`src/rtl/gpio_bank_irq.sv`:
```
module gpio_bank_irq #(
  parameter int WIDTH        = 8,
  parameter int CLK_HZ       = 8_000_000,
  parameter int OUT_PULSE_NS = 500,
  parameter int IRQ_PULSE_NS = 250
) (
  input  logic             clk,
  input  logic             rst_n,
  input  logic [3:0]       reg_addr,
  input  logic             reg_wr,
  input  logic             reg_rd,
  input  logic [WIDTH-1:0] reg_wdata,
  output logic [WIDTH-1:0] reg_rdata,
  input  logic [WIDTH-1:0] pin_in,
  output logic [WIDTH-1:0] pin_oe,
  output logic [WIDTH-1:0] pin_do,
  output logic             irq_pin
);
  localparam longint ORAW = (longint'(CLK_HZ) * OUT_PULSE_NS) / 1_000_000_000;
  localparam longint IRAW = (longint'(CLK_HZ) * IRQ_PULSE_NS) / 1_000_000_000;
  localparam int OCYC = (ORAW < 1) ? 1 : int'(ORAW);
  localparam int ICYC = (IRAW < 1) ? 1 : int'(IRAW);
  localparam int OW = $clog2(OCYC + 1);
  localparam int IW = $clog2(2 * ICYC + 1);

  localparam logic [3:0] A_IN = 4'd0, A_OUT = 4'd1, A_POL = 4'd2, A_DIR = 4'd3,
                         A_STY = 4'd4, A_DRV = 4'd5, A_IEN = 4'd6, A_STS = 4'd7,
                         A_SNAP = 4'd8, A_GCFG = 4'd9;

  logic [WIDTH-1:0] sync1, sync2, sync3;
  logic [WIDTH-1:0] out_r, pol_r, dir_r, sty_r, drv_r, ien_r, sts_r, snap_r;
  logic             irq_sty, irq_pol, wake_en, lowpwr;
  logic [OW-1:0]    pcnt [WIDTH];
  logic [IW-1:0]    icnt;
  logic [WIDTH-1:0] val, gcfg_rd;

  wire [WIDTH-1:0] edge_w = (sync2 ^ sync3) & dir_r;
  wire sts_hit = reg_rd && reg_addr == A_STS;
  wire pend    = |(sts_r & ien_r);
  wire wake    = wake_en && |(edge_w & ien_r);
  wire wr_out  = reg_wr && reg_addr == A_OUT;
  wire wr_gcfg = reg_wr && reg_addr == A_GCFG;

  always_ff @(posedge clk) begin
    if (!rst_n) begin
      sync1  <= pin_in;
      sync2  <= pin_in;
      sync3  <= pin_in;
      snap_r <= pin_in;
      out_r  <= '0;
      pol_r  <= '0;
      dir_r  <= '1;
      sty_r  <= '0;
      drv_r  <= '0;
      ien_r  <= '0;
      sts_r  <= '0;
      irq_sty <= 1'b0;
      irq_pol <= 1'b0;
      wake_en <= 1'b0;
      lowpwr  <= 1'b0;
    end else begin
      sync1 <= pin_in;
      sync2 <= sync1;
      sync3 <= sync2;
      sts_r <= (sts_hit ? '0 : sts_r) | edge_w;
      if (reg_wr) begin
        case (reg_addr)
          A_OUT: out_r <= reg_wdata;
          A_POL: pol_r <= reg_wdata;
          A_DIR: dir_r <= reg_wdata;
          A_STY: sty_r <= reg_wdata;
          A_DRV: drv_r <= reg_wdata;
          A_IEN: ien_r <= reg_wdata;
          default: ;
        endcase
      end
      if (wr_gcfg) begin
        irq_sty <= reg_wdata[2];
        irq_pol <= reg_wdata[3];
        wake_en <= reg_wdata[4];
      end
      if (wake)         lowpwr <= 1'b0;
      else if (wr_gcfg) lowpwr <= reg_wdata[5];
    end
  end

  always_ff @(posedge clk) begin
    for (int i = 0; i < WIDTH; i++) begin
      if (!rst_n)                              pcnt[i] <= '0;
      else if (wr_out && reg_wdata[i] && sty_r[i]) pcnt[i] <= OW'(OCYC);
      else if (pcnt[i] != '0)                  pcnt[i] <= pcnt[i] - 1'b1;
    end
  end

  always_ff @(posedge clk) begin
    if (!rst_n || !pend)               icnt <= '0;
    else if (icnt == IW'(2 * ICYC - 1)) icnt <= '0;
    else                               icnt <= icnt + 1'b1;
  end

  for (genvar g = 0; g < WIDTH; g++) begin : g_pin
    assign val[g] = sty_r[g] ? (pol_r[g] ^ (pcnt[g] != '0)) : (out_r[g] ^ pol_r[g]);
  end

  assign pin_oe = ~dir_r & (drv_r | ~val);
  assign pin_do = val & drv_r;

  wire irq_act = pend && (!irq_sty || icnt < IW'(ICYC));
  assign irq_pin = irq_pol ? irq_act : !irq_act;

  always_comb begin
    gcfg_rd = '0;
    gcfg_rd[5:2] = {lowpwr, wake_en, irq_pol, irq_sty};
  end

  always_comb begin
    case (reg_addr)
      A_IN:    reg_rdata = sync2;
      A_OUT:   reg_rdata = out_r;
      A_POL:   reg_rdata = pol_r;
      A_DIR:   reg_rdata = dir_r;
      A_STY:   reg_rdata = sty_r;
      A_DRV:   reg_rdata = drv_r;
      A_IEN:   reg_rdata = ien_r;
      A_STS:   reg_rdata = sts_r;
      A_SNAP:  reg_rdata = snap_r;
      A_GCFG:  reg_rdata = gcfg_rd;
      default: reg_rdata = '0;
    endcase
  end
endmodule

```
`config.mk`:
```
export PLATFORM = sky130hd
export DESIGN_NAME = gpio_bank_irq
export DESIGN_NICKNAME = d
export VERILOG_FILES = /design/src/rtl/gpio_bank_irq.sv
export SDC_FILE = /design/constraint.sdc
export NUM_CORES = 1
export LEC_CHECK = 0
export ABC_AREA = 1
export BUFFER_PORTS_ARGS = -buffer_cell sky130_fd_sc_hd__buf_2
export CORE_AREA = 2 2 96 107
export CTS_CLUSTER_DIAMETER = 50
export DETAILED_ROUTE_END_ITERATION = 8
export DIE_AREA = 0 0 98 109
export PLACE_DENSITY = 0.77
export SETUP_SLACK_MARGIN = 0.2
export SLEW_MARGIN = 5
export SYNTH_ARGS = -nofsm -noshare
export SYNTH_HDL_FRONTEND = slang
export SYNTH_SLANG_ARGS = --single-unit
```
`constraint.sdc`:
```
create_clock -name clk -period 1.75 [get_ports clk]
set_input_delay 0.2625 -clock clk [delete_from_list [all_inputs] [get_ports clk]]
set_output_delay 0.2625 -clock clk [all_outputs]
set_load 0.05 [all_outputs]
```
# --- After elaboration in Yosys (flattened, before gate mapping) ---
# Memories as Yosys holds them, arrays and structs flattened.
# Cells that the tools add are included.
# W data, S select, Z words.
totals:
  ramBits: 24
  out_inout_bits: 25
  mem_bits_ro: 0
  in_bits: 24
  latch_bits: 0
  regBits: 95
  mem_count: 1
mem_list:
  columns: ["memory", "depth", "width", "rd", "rd_clocked_by_memory_dff", "wr", "line", "text"]
  rows:
  - ["pcnt", 8, 3, 8, 0, 8, "33", "logic [OW-1:0] pcnt [WIDTH];"]
classes:
  bitwise_logic: 43
  n_eq_ne: 10
  add_sub_neg: 9
  magnitude_cmp: 1
  n_shift: 0
  n_div: 0
  multipliers: 0
  mux: 86
  reduce_logical: 46
op_table:
  columns: ["operator", "n"]
  rows:
  - ["$pmux W8 S10", 1]
  - ["$mux W1", 66]
  - ["$mux W3", 16]
  - ["$and A8 B8 Y8", 5]
  - ["$mux W8", 3]
  - ["$reduce_bool A3 Y1", 8]
  - ["$sub A3 B1 Y3 const B", 8]
  - ["$logic_and A1 B1 Y1", 21]
  - ["$eq A4 B3 Y1 const B", 4]
  - ["$not A8 Y8", 2]
  - ["$or A1 B1 Y1", 16]
  - ["$or A8 B8 Y8", 2]
  - ["$reduce_or A8 Y1", 2]
  - ["$xor A1 B1 Y1", 16]
  - ["$reduce_and A2 Y1", 6]
  - ["$eq A4 B2 Y1 const B", 2]
  - ["$eq A4 B4 Y1 const B", 2]
  - ["$xor A8 B8 Y8", 1]
  - ["$eq A4 B1 Y1 const B", 1]
  - ["$logic_not A1 Y1", 4]
  - ["$logic_not A4 Y1", 1]
  - ["$reduce_or A2 Y1", 2]
  - ["$add A3 B1 Y3 const B", 1]
  - ["$eq A3 B2 Y1 const B", 1]
  - ["3 further kinds", 4]

# --- Depth between registers and ports, before layout ---
# Gate-level depths: netlist of run 1.
logic_depth:
  ltp_word: 9
  mapped_depth: 9

# --- Worst setup path before layout of run 1 ---
# OpenSTA, ideal clock, no wires.
synth_timing:
  path_type: "register -> output"
  start: "memory pcnt[1][3] in the netlist's numbering"
  end: "output port pin_do[5]"
  stages_incl_launch_ff: 8
  arrival_ns: 1.723
  setup_slack_ns: -0.235
  n_path_buf: 0
  path_cell_list: "edfxtp_1 inv_1 ha_1 ha_1 nand2_1 o21ai_0 xor2_1 nor2_1"
synth_lines:
  columns: ["item", "line", "text"]
  rows:
  - ["from (decl)", "33", null]
  - ["to (decl)", "16", "output logic [WIDTH-1:0] pin_do,"]

==> results of run 1 <==
## final cells by class
class | count | share of cell area, %
Sequential cell | 119 | 35.2
Inverter | 120 | 5.76
Multi-Input combinational cell | 453 | 36.1
Clock inverter | 7 | 1.46
Timing Repair Buffer | 120 | 13.3
Tap cell | 120 | 1.91
Clock buffer | 25 | 6.30
## state kept, by name, summed over array words and instances (netlist names)
name and cells:
sty_r 8, pol_r 8, sync2 8, icnt 3, lowpwr 1, pcnt 24
irq_pol 1, sync3 8, irq_sty 1, sync1 8, wake_en 1, snap_r 8
drv_r 8, dir_r 8, ien_r 8, sts_r 8, out_r 8
## cells by family (layout without fill, tap and decap cells)
group,after synthesis,count (layout)
AOI/OAI and AO/OA,165,165
xor gates and xnor gates,8,8
adders and majority gates,18,18
buffers and inverters,136,272
DFF,119,119
and+or+nand+nor,262,262
## through the flow
step           TNS (ps)  util (%)  total power, mW
6_report          -7670      81.5             9.64
3_5_place_dp      -1340      65.5             5.35
4_1_cts           -7420      78.8             9.29
2_1_floorplan         0         -             4.79
3_3_place_gp       -506      65.5             5.17
5_1_grt           -9420      81.5             10.1
## per-layer routing
layer | GRT usage [%] | part of all wire (%) | vias to the layer above
met5 | 0 | 0 | -
met4 | 17.3 | 4.7 | 0
met3 | 8.27 | 7.5 | 87
met2 | 52.2 | 51 | 311
met1 | 34.9 | 37 | 2558
li1 | - | - | 2566
## worst max-delay path: stages (launching register included)
cell,delay (ps)
sky130_fd_sc_hd__edfxtp_1,360
sky130_fd_sc_hd__inv_2,50
sky130_fd_sc_hd__ha_4,160
sky130_fd_sc_hd__ha_4,150
sky130_fd_sc_hd__nand2_2,60
sky130_fd_sc_hd__o21ai_2,60
sky130_fd_sc_hd__xor2_1,180
sky130_fd_sc_hd__o21bai_1,210
sky130_fd_sc_hd__inv_2,70
sky130_fd_sc_hd__buf_8,150
## cell usage in the layout, fill, tap and decap left out, types with 5 or more instances in the layout
cell type,instances
sky130_fd_sc_hd__nand2_1,127
sky130_fd_sc_hd__inv_1,65
sky130_fd_sc_hd__a21oi_1,63
sky130_fd_sc_hd__buf_4,61
sky130_fd_sc_hd__inv_2,54
sky130_fd_sc_hd__o21ai_0,52
sky130_fd_sc_hd__dfxtp_1,44
sky130_fd_sc_hd__nor2_1,42
sky130_fd_sc_hd__dfxtp_2,38
sky130_fd_sc_hd__edfxtp_1,32
sky130_fd_sc_hd__nand3_1,28
sky130_fd_sc_hd__buf_2,22
sky130_fd_sc_hd__clkbuf_16,17
sky130_fd_sc_hd__ha_4,16
sky130_fd_sc_hd__buf_6,14
sky130_fd_sc_hd__buf_8,12
sky130_fd_sc_hd__o21ai_2,11
sky130_fd_sc_hd__nor2_4,10
sky130_fd_sc_hd__o22ai_2,10
sky130_fd_sc_hd__nand2_2,9
sky130_fd_sc_hd__o21ai_1,9
sky130_fd_sc_hd__nand4_1,9
sky130_fd_sc_hd__o22ai_1,9
sky130_fd_sc_hd__dlygate4sd3_1,8
sky130_fd_sc_hd__and2_1,7
sky130_fd_sc_hd__or2_2,6
sky130_fd_sc_hd__nor2_2,5
sky130_fd_sc_hd__o21bai_1,5
sky130_fd_sc_hd__dfxtp_4,5
## final timing paths
kind / startpoint / endpoint / slack [ps] / cells after the start
min reg2reg: sync1[0] / sync2[0] / 420 / 2
max: pcnt[0][0] / pin_oe[0] / -500 / 9
max reg2reg: pcnt[0][6] / pcnt[0][8] / 270 / 6
min: reg_wdata[5] / out_r[5] / 80 / 3
## Yosys cell counts, types with 5 or more instances
library cell / n
sky130_fd_sc_hd__o21bai_1: 5
sky130_fd_sc_hd__o22ai_1: 20
sky130_fd_sc_hd__and2_1: 7
sky130_fd_sc_hd__dfxtp_1: 87
sky130_fd_sc_hd__a21oi_1: 65
sky130_fd_sc_hd__nand2_1: 139
sky130_fd_sc_hd__ha_1: 18
sky130_fd_sc_hd__nor3_1: 5
sky130_fd_sc_hd__clkbuf_1: 11
sky130_fd_sc_hd__nand4_1: 9
sky130_fd_sc_hd__o21ai_0: 75
sky130_fd_sc_hd__xor2_1: 8
sky130_fd_sc_hd__inv_1: 118
sky130_fd_sc_hd__edfxtp_1: 32
sky130_fd_sc_hd__or2_2: 8
sky130_fd_sc_hd__nand3_1: 30
sky130_fd_sc_hd__nor2_1: 55
## what timing repair did
action,CTS,global route
hold buffers,8,0
pin swaps,67,43
endpoints found under the setup margin,25,25
endpoints found under the hold margin,26,0
buffers inserted,22,7
resized for setup,168,70
## power by group
group	leakage (nW)	switching [mW]	internal (mW)
Clock	0.293	1.21	2.36
Combinational	1.97	1.30	1.31
Sequential	1.07	0.173	3.29
==> key figures, run 1 <==
Run status
  – Status: complete, but fails checks
  – Failing checks: negative setup slack

Placement
  – Standard cell area after detailed placement: 6330 µm²
  – Cell total after placement: 895
  – PortBufs: 48
  – Post-Place Worst Slack: -137 ps
  – Weighted congestion reported at the end of routability-driven placement: 0.962
  – DP HPWL: 10.2 mm

Critical path
  – Largest fanout of any net on the critical path: 2
  – Worst setup path category: reg2out
  – Required time reported for the critical path endpoint: 1490 ps
  – CP startpoint kind: flop
  – Worst Path Arrival: 1990 ps
  – Crit. End Element: output pin

Timing
  – Final setup violation count: 21
  – Post-route clock skew: 10.2 ps
  – Share of the clock period used by the worst path: 129%
  – Worst relative slew slack: 76.0%
  – Slew at the pin with the worst max-slew slack: 359 ps
  – Fmax: 444 MHz
  – Worst Hold Slack: 77.2 ps
  – Setup repair after global routing missed its margin: yes
  – Max-slew violations: 0
  – Fin crit period: 2250 ps
  – Total count of hold-check failures in the final report: 0
  – Post-layout worst setup margin: -500 ps

Yosys
  – Main flop type after synthesis: sky130_fd_sc_hd__dfxtp_1
  – Cell types with the largest area share after synthesis: sky130_fd_sc_hd__dfxtp_1 (32%), sky130_fd_sc_hd__edfxtp_1 (17%), sky130_fd_sc_hd__nand2_1 (9.5%), sky130_fd_sc_hd__inv_1 (8.0%), sky130_fd_sc_hd__o21ai_0 (6.8%)
  – Synth unique cells: 27
  – Cell type contributing the most total cell area after synthesis: sky130_fd_sc_hd__dfxtp_1
  – Post-Synth Simple-Gate Area: 20.6%
  – Warnings, synthesis: 0
  – Count of flip-flops with a built-in enable after synthesis: 32
  – Average footprint of a synthesized cell: 7.79 µm²
  – Cell area after synthesis: 5520 µm²
  – Post-synthesis cell count: 708
  – Largest family of logic cells by synthesized area: simple AND/OR/NAND/NOR gates
  – Sequential share of the synthesized area: 49.0%
  – Complex-gate fraction of the synthesized area: 15.6%
  – Fraction of synthesized cell area taken by the top area cell type: 31.6%
  – Share of synthesized cell area in full adder, half adder and majority cells: 4.08%
  – Multiplexer share of the synthesized area: 0%
  – Xor-xnor portion of the synthesized cell area: 1.27%
  – Post-synth net total: 750
  – Number of synthesized register bits: 119
  – Fraction of registers with async set or reset after synthesis: 0%

Layout
  – Sequential cell area: 2770 µm²
  – Total Nets Final: 873
  – Synthesis-to-finish area growth: 42.5%
  – Final cell count without fillers: 964
  – Area of all placed cells without fillers: 7870 µm²
  – Proportion of layout cells with a drive suffix above 1: 38.9%
  – Area used by multi-input combinational logic: 2840 µm²
  – Ant. Diodes: 0
  – Fill count: 566

Power and ir drop
  – Max VDD drop: 0.000999 V
  – Power per cell area: 1230 nW/µm²
  – Lkg Pwr: 3.34 nW

GRT
  – Initial antenna violation count: 0
  – Number of global-route vias before repair: 5454
  – Congestion Overflow GR: 0
  – Total routing usage reported by global routing: 30.6%
  – First-pass GRT wire length: 25.3 mm
  – Largest net degree at the start of global routing: 36

Routing
  – Total wire length after detailed routing: 16.6 mm
  – Routed wire per std cell: 17.2 µm
  – Number of search-and-repair iterations in the first detailed-routing pass: 5
  – Violation count after the first detailed-routing iteration: 487
  – Total DRC errors in the routed layout: 0
  – Post-DRT Antenna Nets: 0
  – Total via count in the routed design: 5522
  – Detailed-route vias per instance: 5.73

Clocking
  – Number of sinks handled by clock tree synthesis: 119
  – CTS max path bufs: 2
  – Clk slew on worst S/H paths: 60 ps
  – Root Buffer: sky130_fd_sc_hd__clkbuf_8
  – Clock tree from TritonCTS: yes
  – Total CTS buffers: 17
  – Clock latency on the worst-skew pair: 530 ps
  – H-tree depth: 4

Die
  – Io pins: 49
  – Die width: 98 µm
  – Area of the core region: 9650 µm²
  – Die outline area: 10700 µm²
  – Chip height: 109 µm
  – Total number of placement rows: 38
  – Starting density of the core: 57.2%

Worst hold path
  – HP Class: in2reg

Run
  – Count of maximum capacitance violations: 0
Note: power is estimated with default switching activity, not from simulation.
==> run 2: changes to the inputs <==
- CTS_BUF_LIST: unset -> sky130_fd_sc_hd__clkbuf_4 sky130_fd_sc_hd__clkbuf_8
==> run 2 against run 1 <==
Effect of this change:
- the flow still finishes with violations (negative setup slack)
- critical path type unchanged
- core utilization is 1.2 points higher
- worst setup slack better by 34 ps
- highest routed layer unchanged
- final area is 1.5% higher
- clock skew is 2.7 ps higher
- largest power group is now registers
==> key figures, run 2 (synthesis results as in run 1) <==
Power and ir drop
  – Lkg Pwr: 3.39 nW (+1.6%)
  – Switching power share of the total: 28.7% (+0.94 points)
  – Cell internal pwr: 6.41 mW (-8.0%)
  – Power per cell area: 1130 nW/µm² (-8.1%)
  – Clock network fraction of total power: 31.1% (-6.0 points)
  – Net switching power: 2.58 mW (-3.6%)
  – Share of power burned in combinational logic: 30.6% (+3.6 points)
  – Max VDD drop: 0.000838 V (-16%)
  – Share of power burned in registers: 38.3% (+2.4 points)

Critical path
  – Worst Path Arrival: 1950 ps (-40 ps)
  – Flop-to-flop setup slack: 220 ps (-50 ps)
  – Longest individual stage delay on the worst path: 400 ps (+40 ps)
  – Path depth of the worst reg2reg path: 6 (unchanged)
  – Crit. End Element: output pin
  – Top delay family on crit path: flip-flops
  – Required time reported for the critical path endpoint: 1490 ps (about the same)
  – Largest fanout of any net on the critical path: 2 (unchanged)
  – CP max stage cell: sky130_fd_sc_hd__edfxtp_1
  – Worst setup path category: reg2out
  – Cell chain of the critical path: inv_1 > ha_2 > ha_4 > nand2_4 > o21ai_4 > xor2_2 > buf_4 > nor2_4 > buf_8
  – Worst R2R End: pcnt[0][5]
  – Count of buffering cells on the critical path with inverters included: 3 (unchanged)
  – CP startpoint kind: flop
  – Depth of the critical timing path with buffers and inverters included: 9 (unchanged)
  – Reg-to-reg critical path startpoint: pcnt[0][3]

Layout
  – Fill count: 540 (-4.6%)
  – Max reg flops: 24 (unchanged)
  – Area used by multi-input combinational logic: 2930 µm² (+3.3%)
  – Register with the most flip-flops: pcnt
  – Synthesis-to-finish area growth: 44.6%
  – Ant. Diodes: 0 (unchanged)
  – Final Core Density: 82.7% (+1.2 points)
  – Top library cells by usage in the layout, fill and taps aside: sky130_fd_sc_hd__nand2_1 (119), sky130_fd_sc_hd__buf_4 (74), sky130_fd_sc_hd__inv_1 (61), sky130_fd_sc_hd__a21oi_1 (61), sky130_fd_sc_hd__inv_2 (55)
  – Sequential cell area: 2790 µm² (+0.59%)
  – Most common cell after layout, fill and taps aside: sky130_fd_sc_hd__nand2_1
  – Total Nets Final: 888 (+1.7%)
  – Proportion of layout cells with a drive suffix above 1: 42.3% (+3.4 points)

Clocking
  – H-tree depth: 4 (unchanged)
  – Clk slew on worst S/H paths: 70 ps (about the same)
  – Clock tree from TritonCTS: yes
  – Clock latency on the worst-skew pair: 440 ps (-90 ps)
  – Total CTS buffers: 17 (unchanged)
  – CTS max path bufs: 2 (unchanged)
  – Root Buffer: sky130_fd_sc_hd__clkbuf_8
  – Number of sinks handled by clock tree synthesis: 119 (unchanged)

GRT
  – First-pass GRT wire length: 24.9 mm (-1.6%)
  – Number of global-route vias before repair: 5405 (-0.90%)
  – Congestion Overflow GR: 0 (unchanged)
  – Initial antenna violation count: 0 (unchanged)
  – Total routing usage reported by global routing: 29.8% (-0.82 points)
  – Largest net degree at the start of global routing: 36 (unchanged)

Timing
  – Fin crit period: 2220 ps (-34.1 ps)
  – Post-layout worst setup margin: -466 ps (+34.1 ps)
  – Total count of hold-check failures in the final report: 0 (unchanged)
  – Setup repair after global routing missed its margin: yes
  – TNS Setup: -6110 ps (+1560 ps)
  – Share of the clock period used by the worst path: 127% (-2.0 points)
  – Final setup violation count: 17 (-19%)
  – Post-route clock skew: 12.9 ps (+2.72 ps)
  – Fmax: 451 MHz (+1.5%)
  – Worst relative slew slack: 77.0% (+0.98 points)
  – Max-slew violations: 0 (unchanged)
  – Slew at the pin with the worst max-slew slack: 345 ps (-14.7 ps)

Worst hold path
  – Source of the worst hold timing path: reg_wdata[5]
  – HP Class: in2reg
  – Worst hold endpoint: out_r[5]
  – Instance count along the most critical hold path: 3 (unchanged)

Run status
  – Status: complete, but fails checks
  – Failing checks: negative setup slack

Die
  – Area of the core region: 9650 µm² (unchanged)
  – Chip height: 109 µm (unchanged)
  – Die outline area: 10700 µm² (unchanged)
  – Io pins: 49 (unchanged)
  – Die width: 98 µm (unchanged)
  – Starting density of the core: 57.2% (unchanged)
  – Total number of placement rows: 38 (unchanged)

Routing
  – Total via count in the routed design: 5652 (+2.4%)
  – Routed wire per std cell: 16.9 µm (-1.8%)
  – Post-DRT Antenna Nets: 0 (unchanged)
  – Detailed-route vias per instance: 5.77 (+0.79%)
  – Total wire length after detailed routing: 16.5 mm (-0.29%)
  – Total DRC errors in the routed layout: 0 (unchanged)
  – Number of search-and-repair iterations in the first detailed-routing pass: 5 (unchanged)
  – Violation count after the first detailed-routing iteration: 606 (+24%)

Placement
  – DP HPWL: 10.2 mm (unchanged)
  – Weighted congestion reported at the end of routability-driven placement: 0.962 (unchanged)
  – PortBufs: 48 (unchanged)

Run
  – Count of maximum capacitance violations: 0 (unchanged)
## run 2: cell types whose count changed in the layout (fill, tap and decap cells not counted), moves of 5 or more
cell	before	now
sky130_fd_sc_hd__clkbuf_16	17	0
sky130_fd_sc_hd__clkbuf_8	4	20
sky130_fd_sc_hd__buf_4	61	74
sky130_fd_sc_hd__dfxtp_2	38	30
sky130_fd_sc_hd__nand2_1	127	119
sky130_fd_sc_hd__dfxtp_4	5	12
sky130_fd_sc_hd__clkbuf_4	0	5
sky130_fd_sc_hd__nand2_2	9	14
## run 2: metrics by stage
stage                     worst slack, ps  std cells  instance area [µm²]  hold slack, ps  power [mW]
after floorplan                      29.3        708                 5710             290        4.79
after global routing                 -531        979                 7980             151        9.43
after CTS                            -405        963                 7540             136        8.52
after detailed placement             -137        895                 6330             391        5.35
final                                -466        979                 7980             157        8.99
after global placement              -89.8        895                 6330             389        5.17
## run 2: how the worst max path moves through the flow
| stage | from | end | slack (ps) |
|---|---|---|---|
| global placement | pcnt[1][0] | pin_oe[4] | -90 |
| detailed placement | pcnt[1][0] | pin_oe[4] | -140 |
| floorplan | pcnt[1][9] | pin_oe[7] | 30 |
| finish | pcnt[0][3] | pin_do[1] | -470 |
| CTS | pcnt[1][0] | pin_oe[4] | -410 |
| global route | pcnt[0][4] | pin_do[1] | -530 |
## run 2: tightest hold or removal path, delay by kind of cell
family	cells	cell delay (ps)
AOI/OAI and AO/OA	1	50
and+or+nand+nor	1	80
buffers and inverters	1	150
## run 2: per-layer routing
layer,wire length (µm),track usage (%),vias up
li1,-,-,2596
met1,6150,33.8,2648
met2,8380,51.3,323
met3,1260,8.21,85
met4,762,15.9,0
met5,0,0,-
## run 2: area by class of cell
class,instances,area share [%]
Tap cell,120,1.88
Inverter,120,5.77
Timing Repair Buffer,135,15.1
Clock buffer,24,3.83
Multi-Input combinational cell,453,36.7
Sequential cell,119,34.9
Clock inverter,8,1.82
## run 2: power groups by stage
stage          combinational (mW)  clock, mW  sequential [mW]
2_1_floorplan                1.35          0             3.44
3_3_place_gp                 1.71          0             3.46
3_5_place_dp                 1.87          0             3.48
4_1_cts                      2.27       2.81             3.43
5_1_grt                      3.03       2.92             3.48
6_report                     2.75       2.79             3.45
## run 2: timing repair
item                                    CTS  global route
buffers inserted                         28            16
endpoints found under the setup margin   25            27
hold buffers                              8             0
resized for setup                       187            98
pin swaps                                66            53
endpoints found under the hold margin     8             0
